--- src/rtl/flash_susp_ctrl.sv ---
module flash_susp_ctrl #(
  parameter int          AW          = 20,
  parameter int          PROG_CYCLES = 64,
  parameter logic [15:0] MFR_ID      = 16'h0001,
  parameter logic [15:0] DEV_ID      = 16'h227E,
  localparam int         CW          = (PROG_CYCLES > 2) ? $clog2(PROG_CYCLES) : 1
) (
  input  logic          clk,
  input  logic          rst_n,
  input  logic          hv_boost,
  input  logic          wr_en,
  input  logic [AW-1:0] wr_addr,
  input  logic [15:0]   wr_data,
  input  logic          rd_en,
  input  logic [AW-1:0] rd_addr,
  output logic          rd_valid,
  output logic [15:0]   rd_data,
  output logic          busy,
  output logic          shortcmd,
  output logic [CW-1:0] progress
);

  localparam logic [CW-1:0] LAST = CW'(PROG_CYCLES - 1);

  typedef enum logic [3:0] {
    S_READ, S_PADDR, S_PROG, S_SUSP, S_ID, S_ID_S, S_BLOAD, S_BCONF, S_ABORT
  } st_t;

  st_t           st, nst;
  logic [1:0]    ucnt, nucnt;
  logic          cap, clr;
  logic [AW-1:0] tgt_addr, mem_addr;
  logic [15:0]   tgt_data, mem_data;
  logic          tgl;
  logic [15:0]   stat_w, rd_mux;

  logic [7:0] cmd;
  logic       a555, a2aa, u1, u2, u3, done;

  assign cmd  = wr_data[7:0];
  assign a555 = (wr_addr[10:0] == 11'h555);
  assign a2aa = (wr_addr[10:0] == 11'h2AA);
  assign u1   = (ucnt == 2'd0) && (cmd == 8'hAA) && a555;
  assign u2   = (ucnt == 2'd1) && (cmd == 8'h55) && a2aa;
  assign u3   = (ucnt == 2'd2) && a555;
  assign done = (st == S_PROG) && (progress == LAST);

  always_comb begin
    nst   = st;
    nucnt = ucnt;
    cap   = 1'b0;
    clr   = 1'b0;
    case (st)
      S_READ:
        if (wr_en) begin
          nucnt = 2'd0;
          if (shortcmd) begin
            if (cmd == 8'hA0)      nst = S_PADDR;
            else if (cmd == 8'h25) nst = S_BLOAD;
          end else if (u1)                 nucnt = 2'd1;
          else if (u2)                     nucnt = 2'd2;
          else if (u3 && cmd == 8'hA0)     nst = S_PADDR;
          else if (u3 && cmd == 8'h90)     nst = S_ID;
        end
      S_PADDR:
        if (wr_en) begin
          nst = S_PROG;
          cap = 1'b1;
          clr = 1'b1;
        end
      S_PROG:
        if (done)                          nst = S_READ;
        else if (wr_en && cmd == 8'hB0)    nst = S_SUSP;
      S_SUSP:
        if (wr_en) begin
          nucnt = 2'd0;
          if (cmd == 8'h30)                nst = S_PROG;
          else if (u1)                     nucnt = 2'd1;
          else if (u2)                     nucnt = 2'd2;
          else if (u3 && cmd == 8'h90)     nst = S_ID_S;
        end
      S_ID:
        if (wr_en && cmd == 8'hF0)         nst = S_READ;
      S_ID_S:
        if (wr_en && cmd == 8'hF0)         nst = S_SUSP;
      S_BLOAD:
        if (wr_en) begin
          nst = S_BCONF;
          cap = 1'b1;
        end
      S_BCONF:
        if (wr_en) begin
          if (cmd == 8'h29) begin
            nst = S_PROG;
            clr = 1'b1;
          end else begin
            nst = S_ABORT;
          end
        end
      S_ABORT:
        if (wr_en) begin
          nucnt = 2'd0;
          if (u1)                          nucnt = 2'd1;
          else if (u2)                     nucnt = 2'd2;
          else if (u3 && cmd == 8'hF0)     nst = S_READ;
        end
      default: nst = S_READ;
    endcase
  end

  always_ff @(posedge clk or negedge rst_n) begin
    if (!rst_n) begin
      st       <= S_READ;
      ucnt     <= 2'd0;
      progress <= '0;
      tgt_addr <= '0;
      tgt_data <= 16'hFFFF;
      mem_addr <= '0;
      mem_data <= 16'hFFFF;
      shortcmd <= 1'b0;
    end else begin
      st       <= nst;
      ucnt     <= nucnt;
      shortcmd <= hv_boost | (shortcmd & (st != S_READ));
      if (cap) begin
        tgt_addr <= wr_addr;
        tgt_data <= wr_data;
      end
      if (clr)
        progress <= '0;
      else if (st == S_PROG && !done)
        progress <= progress + 1'b1;
      if (done) begin
        mem_addr <= tgt_addr;
        mem_data <= tgt_data;
      end
    end
  end

  assign stat_w = {8'h00, ~tgt_data[7], tgl, 4'h0, (st == S_ABORT), 1'b0};

  always_comb begin
    case (st)
      S_PROG, S_SUSP, S_ABORT: rd_mux = stat_w;
      S_ID, S_ID_S:
        case (rd_addr[1:0])
          2'd0:    rd_mux = MFR_ID;
          2'd1:    rd_mux = DEV_ID;
          default: rd_mux = 16'h0000;
        endcase
      default: rd_mux = (rd_addr == mem_addr) ? mem_data : 16'hFFFF;
    endcase
  end

  always_ff @(posedge clk or negedge rst_n) begin
    if (!rst_n) begin
      rd_valid <= 1'b0;
      rd_data  <= 16'h0000;
      tgl      <= 1'b0;
    end else begin
      rd_valid <= rd_en;
      if (rd_en) rd_data <= rd_mux;
      if (rd_en && st == S_PROG) tgl <= ~tgl;
    end
  end

  assign busy = (st == S_PROG);

endmodule

--- config.mk ---
export PLATFORM = sky130hd
export DESIGN_NAME = flash_susp_ctrl
export DESIGN_NICKNAME = d
export VERILOG_FILES = /design/src/rtl/flash_susp_ctrl.sv
export SDC_FILE = /design/constraint.sdc
export NUM_CORES = 1
export LEC_CHECK = 0
export ABC_CLOCK_PERIOD_IN_PS = 1900
export BUFFER_PORTS_ARGS = -buffer_cell sky130_fd_sc_hd__buf_4
export CELL_PAD_IN_SITES_DETAIL_PLACEMENT = 1
export CELL_PAD_IN_SITES_GLOBAL_PLACEMENT = 1
export CORE_MARGIN = 5
export CORE_UTILIZATION = 41
export DETAILED_ROUTE_END_ITERATION = 7
export HOLD_SLACK_MARGIN = 0.02
export PLACE_DENSITY_LB_ADDON = 0.08
export SLEW_MARGIN = 10
export SYNTH_ARGS = -nofsm -noshare
export SYNTH_HDL_FRONTEND = slang
export SYNTH_SLANG_ARGS = --single-unit
--- constraint.sdc ---
create_clock -name clk -period 1.9 [get_ports clk]
set_input_delay 0.095 -clock clk [delete_from_list [all_inputs] [get_ports clk]]
set_output_delay 0.095 -clock clk [all_outputs]
set_load 0.1 [all_outputs]
==> summary.txt, run 1 <==
Hold EP: tgt_data[3]
Hold Path Class: in -> reg
RSZ-0062 raised after global routing: yes
Starting density of the core: 41.7%
Hold Fails Final Rpt: 0
Chip Height: 120 µm
Layout area overhead: 38.6%
Tmin final: 1.99 ns
Crit path max fanout: 4
Reg clk slew, reported paths: 0.07 ns
Hold_ws: 0.0461 ns
Flop2flop setup slack: -0.09 ns
RR Endpoint: st[3]
Pwr Density: 1790 nW/µm²
Routed via count: 3,770
CTS buffer count: 9
Worst Setup End Kind: flip-flop
Status: finished, violations left
MaxCap Viol Count: 0
P_leak: 3.04 nW
Drt via density: 5.29
Hold path start: wr_data[3]
Pre-CTS setup slack: -0.138 ns
Top cells by count, synth: 72 x mux2_2, 71 x dfrtp_1, 32 x dfstp_2
Tot GR Track Use: 19.5%
Layout cells sized above 1: 51.0%
Fin util: 57.8%
Finished Cell Area: 6920 µm²
Largest stage delay, worst path: 0.43 ns
Initial antenna violation count: 0
Count leader, synth: mux2_2
Number of flops mapped to enable cells by yosys: 0
Area leader, netlist: dfrtp_1
TritonCTS clock tree: yes
Syn Inst Count: 399
Final Setup Violations: 4
Worst Setup Slack, final: -0.0859 ns
Final worst-path cycle share: 105%
Die area: 14,500 µm²
Row cnt: 40
Fin nets: 622
Ys flop type: dfrtp_1
Max IR drop VDD: 0.609 mV
WHS Path Cells: 2
CP Data Required Time: 2.14 ns
CTS max path bufs: 2
Crit-path cells: nor4b_4 -> nand4_1 -> a22oi_2 -> o32ai_2 -> nor3_4 -> mux2_4
Worst Tran Pin Value: 0.491 ns
Register area share after synthesis: 52.4%
Chip Width: 120 µm
DR iter-0 viols: 133
Sink Count: 103
Final wirelength: 13,700 µm
Relative slew slack: 67.3%
H-tree depth: 3
Average cell area after synthesis: 12.5 µm²
Share of the synthesized area in the top cell type: 35.6%
Synth top area cells: dfrtp_1 36%, dfstp_2 17%, mux2_2 16%
Crit path DAT: 2.22 ns
Reg2Reg Launch Point: ucnt[0]
Max Fclk: 504 MHz
Clock latency on the worst-skew pair: 0.35 ns
Failing checks: setup timing
Worst Setup SP: ucnt[0]
DRT antenna net count: 0
Largest net degree at the start of global routing: 46
Hpwl dp: 9000 µm
DRC viols: 0
ANT cells: 0
Netlist Area Pre-Place: 4990 µm²
Number of distinct library cells after synthesis: 63
Slew Limit Fails: 0
Root Buffer: clkbuf_16
RePlAce Congestion: 0.837
Post-DP Area: 6000 µm²
Global-route wire length before repair: 22,000 µm
Seq cells post-synth: 103
Initial DRT Pass Iterations: 4
Slowest-stage cell, CP: dfrtp_1
Synth warnings: 0
Clk_skew: 0.00495 ns
Ys async rst share: 100%
Critical Path Start Type: flip-flop
Syn_nets: 461
Setup CP Type: reg -> reg
Total I/O pin count: 86
GRT overflow: 0
Vias in the first global route: 4,171
Worst Reg-to-Reg Cells: 6
CORE AREA: 12,000 µm²
PortBufs: 85
Routed wire per std cell: 19.2 µm
-- report_power, final --
| group | total (mW) | switching (mW) | internal (mW) |
|---|---|---|---|
| clock network | 1.85 | 0.828 | 1.03 |
| logic | 6.49 | 3.77 | 2.72 |
| registers | 4.07 | 0.632 | 3.44 |
-- kinds of logic after synthesis --
logic type      synth area share [%]
simple gates                    14.5
flops                           52.4
mux                             17.5
compound gates                  7.90
buf+inv                         2.98
xor+xnor                        4.39
fa+ha+maj                      0.251
-- how the worst max path moves through the flow --
| stage | end | slack (ns) | cells past startpoint |
|---|---|---|---|
| after global placement | st[0] | -0.03 | 6 |
| after CTS | st[3] | -0.05 | 6 |
| after floorplan | progress[5] | -0.79 | 5 |
| after detailed placement | st[3] | -0.14 | 6 |
| final | st[3] | -0.09 | 6 |
| after global routing | st[3] | -0.17 | 6 |
-- sequential cells by signal (all words and copies together), names as in the netlist --
register / flops
rd_data: 16
shortcmd: 1
mem_addr: 20
progress: 6
rd_valid: 1
tgt_data: 16
tgt_addr: 20
mem_data: 16
ucnt: 2
st: 4
tgl: 1
-- cells in the final DEF, fill, tap and decap left out, types with 3 or more instances in the layout --
cell           count
xnor2_1           13
and4b_1            3
mux2_2            68
nand2_1           11
xor2_1            11
nor3_1             4
nor4bb_1           3
a21oi_2            4
dfrtp_2            3
nand4_1           10
and2_1             3
dfstp_2           32
clkbuf_16         10
nand2b_1          10
nor2_1            18
o21ai_0           16
buf_4            122
nand3_1           13
buf_12             4
dlygate4sd3_1     33
dfrtp_1           68
a21oi_1            6
mux2_4             7
inv_1              9
nor4b_4            3
buf_6              6
nor2b_1            5
o211ai_1           8
-- area by class of cell --
type | count | area (µm²)
Clock buffer | 11 | 233
Clock inverter | 5 | 56.3
Fill cell | 1232 | 5040
Inverter | 9 | 33.8
Multi-Input combinational cell | 269 | 2320
Sequential cell | 103 | 2620
Tap cell | 147 | 184
Timing Repair Buffer | 168 | 1470
-- metal layers --
metal	GRT usage, %	routed length (µm)
met4	4.96	213
met3	6.27	715
met5	0	0
met1	23.1	5690
met2	34.2	7050
-- per-stage QoR --
| stage | total power [mW] | TNS [ns] | instances |
|---|---|---|---|
| final | 12.4 | -0.310 | 712 |
| after global routing | 13.1 | -0.669 | 712 |
| after CTS | 12.2 | -0.156 | 706 |
| after detailed placement | 9.95 | -2.55 | 647 |
| after global placement | 9.75 | -0.0903 | 647 |
| after floorplan | 8.27 | -30.13 | 399 |
-- critical path, delay by kind of cell (launching register included) --
kind	cells	cell delay, ns
AND/OR/NAND/NOR	3	0.79
multiplexers	1	0.34
flip-flops	1	0.43
AO/OA/AOI/OAI	2	0.31
-- repair_timing --
item	in CTS	in global routing
pin swaps	6	6
gates resized for setup	9	25
hold buffers	33	0
setup buffers	7	5
hold endpoints to repair	52	0
cloned	3	1
setup endpoints to repair	41	38
Power figures use the tool's default switching activity.
==> run 2, diff against run 1 <==
--- a/config.mk
+++ b/config.mk
@@ -12,6 +12,7 @@
 export CORE_MARGIN = 5
 export CORE_UTILIZATION = 41
 export DETAILED_ROUTE_END_ITERATION = 7
+export GPL_TIMING_DRIVEN = 0
 export HOLD_SLACK_MARGIN = 0.02
 export PLACE_DENSITY_LB_ADDON = 0.08
 export SLEW_MARGIN = 10
==> run 2 against run 1 <==
The flow still finishes with violations (setup timing). Via count is 1.7% lower. Die area stayed put. Register-to-register slack improved by 0.05 ns. Setup slack better by 0.047 ns. Combinational power shrank 1%. Power fell by 1.5%. Final cell count fell by 1.8%. Highest routed layer unchanged.
==> summary.txt, run 2 (same netlist as run 1, synthesis figures left out) <==
Status: finished, violations left
Failing checks: setup timing
Slowest-stage cell, CP: dfrtp_2
DRC viols: 0 (unchanged)
Drt via density: 5.30 (+0.10%)
Routed via count: 3,705 (-1.7%)
Tot GR Track Use: 17.8% (-1.7 points)
Post-Layout Cell Count: 699 (-1.8%)
Worst Setup Slack, final: -0.0387 ns (+0.0472 ns)
Flop2flop setup slack: -0.04 ns (+0.05 ns)
Final wirelength: 13,200 µm (-3.6%)
Post-DP Area: 5840 µm² (-2.7%)
Crit path DAT: 2.17 ns (-0.05 ns)
Initial antenna violation count: 0 (unchanged)
Worst Reg-to-Reg Cells: 7 (+1)
CTS max path bufs: 2 (unchanged)
Relative slew slack: 34.8% (-32 points)
DRT antenna net count: 0 (unchanged)
Clk_skew: 0.00607 ns (+0.00113 ns)
Max IR drop VDD: 0.713 mV (+17%)
Reg2Reg Launch Point: st[2]
GRT overflow: 0 (unchanged)
Pwr Density: 1770 nW/µm² (-1.4%)
Total I/O pin count: 86 (unchanged)
Routed wire per std cell: 18.8 µm (-1.8%)
Tmin final: 1.94 ns (-0.0472 ns)
Largest stage delay, worst path: 0.46 ns (+0.03 ns)
Worst Setup End Kind: flip-flop
Setup TNS: -0.633 ns (-0.324 ns)
Chip Height: 120 µm (unchanged)
Final Setup Violations: 28 (+24)
Hold Path Class: in -> reg
Clock latency on the worst-skew pair: 0.35 ns (about the same)
ANT cells: 0 (unchanged)
Die area: 14,500 µm² (unchanged)
H-tree depth: 3 (unchanged)
RSZ-0062 raised after global routing: yes
CP Data Required Time: 2.13 ns (about the same)
WHS Path Cells: 2 (unchanged)
Finished Cell Area: 6910 µm² (about the same)
Starting density of the core: 41.7% (unchanged)
Max Fclk: 516 MHz (+2.4%)
MaxCap Viol Count: 0 (unchanged)
Slew Limit Fails: 0 (unchanged)
P_leak: 3.05 nW (+0.19%)
Fin nets: 609 (-2.1%)
Row cnt: 40 (unchanged)
Global-route wire length before repair: 20,200 µm (-8.3%)
# fillers: 1,249 (+1.4%)
Worst Tran Pin Value: 0.978 ns (+0.487 ns)
DR iter-0 viols: 204 (+53%)
RR Endpoint: tgt_addr[4]
Worst Setup SP: st[2]
Hold EP: tgt_data[3]
TritonCTS clock tree: yes
Layout cells sized above 1: 50.5% (-0.43 points)
Biggest regs: mem_addr (20), tgt_addr (20)
Root Buffer: clkbuf_16
CTS buffer count: 9 (unchanged)
PortBufs: 85 (unchanged)
Hold path start: wr_data[3]
Most frequent cells in the layout: 99 x buf_4, 69 x dfrtp_1, 38 x mux2_2
Largest net degree at the start of global routing: 104 (+130%)
RePlAce Congestion: 0.817 (-2.4%)
Placed Instances: 631 (-2.5%)
Reg clk slew, reported paths: 0.07 ns (about the same)
Crit-path cells: buf_6 -> nor3b_2 -> a21oi_2 -> nor3b_2 -> buf_6 -> clkbuf_16 -> mux2_4
CORE AREA: 12,000 µm² (unchanged)
Sink Count: 103 (unchanged)
Crit path max fanout: 7 (+3)
Hpwl dp: 8730 µm (-3.0%)
Most common cell after layout, fill and taps aside: buf_4
Setup CP Type: reg -> reg
Critical Path Start Type: flip-flop
Hold Fails Final Rpt: 0 (unchanged)
Chip Width: 120 µm (unchanged)
Vias in the first global route: 3,932 (-5.7%)
Initial DRT Pass Iterations: 4 (unchanged)
Layout area overhead: 38.5% (about the same)
Total Power: 12.2 mW (-1.5%)
Final worst-path cycle share: 102% (-2.5 points)
## run 2: layout make-up
cell class / instances / area (µm²) / area share [%]
multi-input combinational: 269 / 2460 / 35.5
timing repair buffer: 138 / 1190 / 17.2
clock buffer: 12 / 246 / 3.57
tap: 147 / 184 / 2.66
sequential: 103 / 2620 / 37.9
buffer: 17 / 164 / 2.37
inverter: 9 / 33.8 / 0.489
clock inverter: 4 / 22.5 / 0.326
## run 2: report_power, final
group / total, mW / internal, mW / switching, mW
sequential: 4.11 / 3.44 / 0.674
clock: 1.71 / 0.919 / 0.795
combinational: 6.40 / 2.69 / 3.71
## run 2: worst max path at each step
| stage | slack, ns | cells past startpoint | to |
|---|---|---|---|
| final | -0.04 | 7 | tgt_addr[4] |
| after global routing | -0.14 | 6 | st[0] |
| after CTS | -0.05 | 6 | st[3] |
| after detailed placement | -0.36 | 6 | rd_data[13] |
| after global placement | -0.37 | 6 | rd_data[15] |
| after floorplan | -0.79 | 5 | progress[5] |
## run 2: metal layers
| layer | vias to the layer above | wire (µm) | global-route usage [%] |
|---|---|---|---|
| li1 | 1738 | - | - |
| met1 | 1876 | 5820 | 22.5 |
| met2 | 81 | 6530 | 29.9 |
| met3 | 10 | 687 | 5.75 |
| met4 | 0 | 140 | 4.04 |
| met5 | - | 0 | 0 |
## run 2: timing repair
item,4_1_cts,5_1_grt
gates resized for setup,9,83
buffers inserted,6,9
setup endpoints to repair,50,60
hold endpoints to repair,103,1
gates cloned,0,5
hold buffers,32,1
pin swaps,7,11
## run 2: critical path, delay by kind of cell, from the launching register on
family | cells | cell delay [ns]
buf+inv | 3 | 0.53
flops | 1 | 0.46
mux | 1 | 0.30
simple gates | 2 | 0.48
compound gates | 1 | 0.05
## run 2: metrics by stage
stage                     hold WS (ns)  util, %  setup WS [ns]
final                           0.0398     57.8        -0.0387
after global routing            0.0242     57.8         -0.135
after CTS                      0.00752     54.4        -0.0468
after detailed placement         0.244     48.8         -0.364
after global placement           0.242     48.8         -0.368
after floorplan                 -0.201        -         -0.790
==> run 3, diff against run 2 <==
--- a/config.mk
+++ b/config.mk
@@ -19,3 +19,4 @@
 export SYNTH_ARGS = -nofsm -noshare
 export SYNTH_HDL_FRONTEND = slang
 export SYNTH_SLANG_ARGS = --single-unit
+export TNS_END_PERCENT = 1
==> run 3 against run 2 <==
The flow still finishes with violations (setup timing). Routed wire length shrank 4.5%. Worst hold slack gained 0.0081 ns. Final area shrank 2.5%. Critical path type unchanged.
==> summary.txt, run 3 (same netlist as run 1, synthesis figures left out) <==
Status: finished, violations left
Failing checks: setup timing
Hold Fails Final Rpt: 0 (unchanged)
Fin util: 56.4% (-1.4 points)
Hpwl dp: 8700 µm (-0.29%)
Pwr Density: 1780 nW/µm² (+0.74%)
Fin nets: 607 (-0.33%)
ANT cells: 0 (unchanged)
Largest net degree at the start of global routing: 104 (unchanged)
CTS buffer count: 9 (unchanged)
Starting density of the core: 41.7% (unchanged)
Worst Tran Pin Value: 0.971 ns (-0.00658 ns)
Initial DRT Pass Iterations: 4 (unchanged)
Routed wire per std cell: 18.1 µm (-4.2%)
Layout cells sized above 1: 49.8% (-0.73 points)
Relative slew slack: 35.2% (+0.44 points)
Vias in the first global route: 3,902 (-0.76%)
CP Data Required Time: 2.12 ns (about the same)
Area of the multi-input gates: 2320 µm² (-5.4%)
Flop2flop setup slack: -0.05 ns (about the same)
Final wirelength: 12,600 µm (-4.5%)
Final Setup Violations: 24 (-14%)
Chip Width: 120 µm (unchanged)
Clk_skew: 0.00957 ns (+0.00350 ns)
Global-route wire length before repair: 20,300 µm (+0.34%)
Worst Setup End Kind: flip-flop
CTS max path bufs: 2 (unchanged)
Reg clk slew, reported paths: 0.07 ns (about the same)
Crit path max fanout: 4 (-3)
GRT overflow: 0 (unchanged)
P_leak: 2.94 nW (-3.6%)
# fillers: 1,234 (-1.2%)
CORE AREA: 12,000 µm² (unchanged)
Tot GR Track Use: 17.6% (-0.16 points)
Max Fclk: 513 MHz (-0.46%)
Most common cell after layout, fill and taps aside: buf_4
Root Buffer: clkbuf_16
Pre-CTS setup slack: -0.438 ns (-0.0739 ns)
Tmin final: 1.95 ns (+0.00899 ns)
Storage cell area: 2620 µm² (unchanged)
Total I/O pin count: 86 (unchanged)
Row cnt: 40 (unchanged)
Initial antenna violation count: 0 (unchanged)
DR iter-0 viols: 117 (-43%)
Worst Setup Slack, final: -0.0477 ns (-0.00899 ns)
Max IR drop VDD: 0.600 mV (-16%)
H-tree depth: 3 (unchanged)
Die area: 14,500 µm² (unchanged)
Clock latency on the worst-skew pair: 0.35 ns (about the same)
Sink Count: 103 (unchanged)
Final worst-path cycle share: 103% (+0.47 points)
Most frequent cells in the layout: 102 x buf_4, 72 x mux2_2, 69 x dfrtp_1
RSZ-0062 raised after global routing: yes
Critical Path Start Type: flip-flop
DRT antenna net count: 0 (unchanged)
Biggest regs: mem_addr (20), tgt_addr (20)
RePlAce Congestion: 0.831 (+1.8%)
Slew Limit Fails: 0 (unchanged)
Chip Height: 120 µm (unchanged)
MaxCap Viol Count: 0 (unchanged)
Layout area overhead: 35.1%
TritonCTS clock tree: yes
Routed via count: 3,655 (-1.3%)
Crit path DAT: 2.17 ns (about the same)
PortBufs: 85 (unchanged)
Setup CP Type: reg -> reg
Hold Path Class: in -> reg
Drt via density: 5.24 (-1.1%)
DRC viols: 0 (unchanged)
==> run 3: routing by layer <==
metal | global-route usage (%) | vias up | wire length (µm)
met5 | 0 | - | 0
met4 | 5.10 | 0 | 153
met3 | 3.93 | 10 | 548
met2 | 29.6 | 71 | 6320
met1 | 23.0 | 1836 | 5550
li1 | - | 1738 | -
==> run 3: report_power, final <==
| part | total (mW) | internal [mW] | switching [mW] | leakage, nW |
|---|---|---|---|---|
| logic | 5.94 | 2.35 | 3.59 | 1.57 |
| registers | 4.07 | 3.43 | 0.639 | 1.21 |
| clock network | 2.00 | 1.19 | 0.809 | 0.160 |
==> run 3: layout make-up <==
class / instances / area share (%)
buffer: 18 / 2.23
clock buffer: 11 / 3.60
clock inverter: 5 / 1.17
inverter: 9 / 0.501
multi-input combinational: 269 / 34.5
sequential: 103 / 38.9
tap: 147 / 2.73
timing repair buffer: 135 / 16.5
==> run 3: worst paths after layout <==
check                                 from     endpoint  cells past startpoint
worst min register to register         tgl          tgl                      1
worst min-delay path            wr_data[5]  tgt_data[5]                      2
worst max register to register       st[2]        st[1]                      7
max in group asynchronous            rst_n      ucnt[1]                      2
worst max-delay path                 st[2]        st[1]                      7
min in group asynchronous            rst_n  progress[0]                      2
==> run 3: critical path, stage by stage, from the launching register on <==
cell      delay (ns)
dfrtp_2         0.43
buf_4           0.16
or4b_1          0.48
o221ai_2        0.12
a21oi_2         0.09
nor2_2          0.17
nor3_4          0.09
mux2_4          0.30
==> run 3: per-stage QoR <==
stage               instance area [µm²]  setup TNS, ns  total power, mW  hold WS [ns]  cells
finish                             6740         -0.367             12.0        0.0480    697
global placement                   5820          -6.06             9.45         0.243    631
CTS                                6580         -0.179             11.9        0.0331    687
floorplan                          4990         -28.69             8.26        -0.201    399
detailed placement                 5820          -7.74             9.59         0.247    631
global route                       6740          -5.20             12.7        0.0316    697
==> run 3: what timing repair did <==
item                                   CTS  global route
gates resized for setup                 14            22
endpoints found under the hold margin  103             0
pin swaps                                8             3
setup endpoints to repair               66            68
hold buffers                            33             0
gates cloned                             0             1
buffers inserted                         7             9
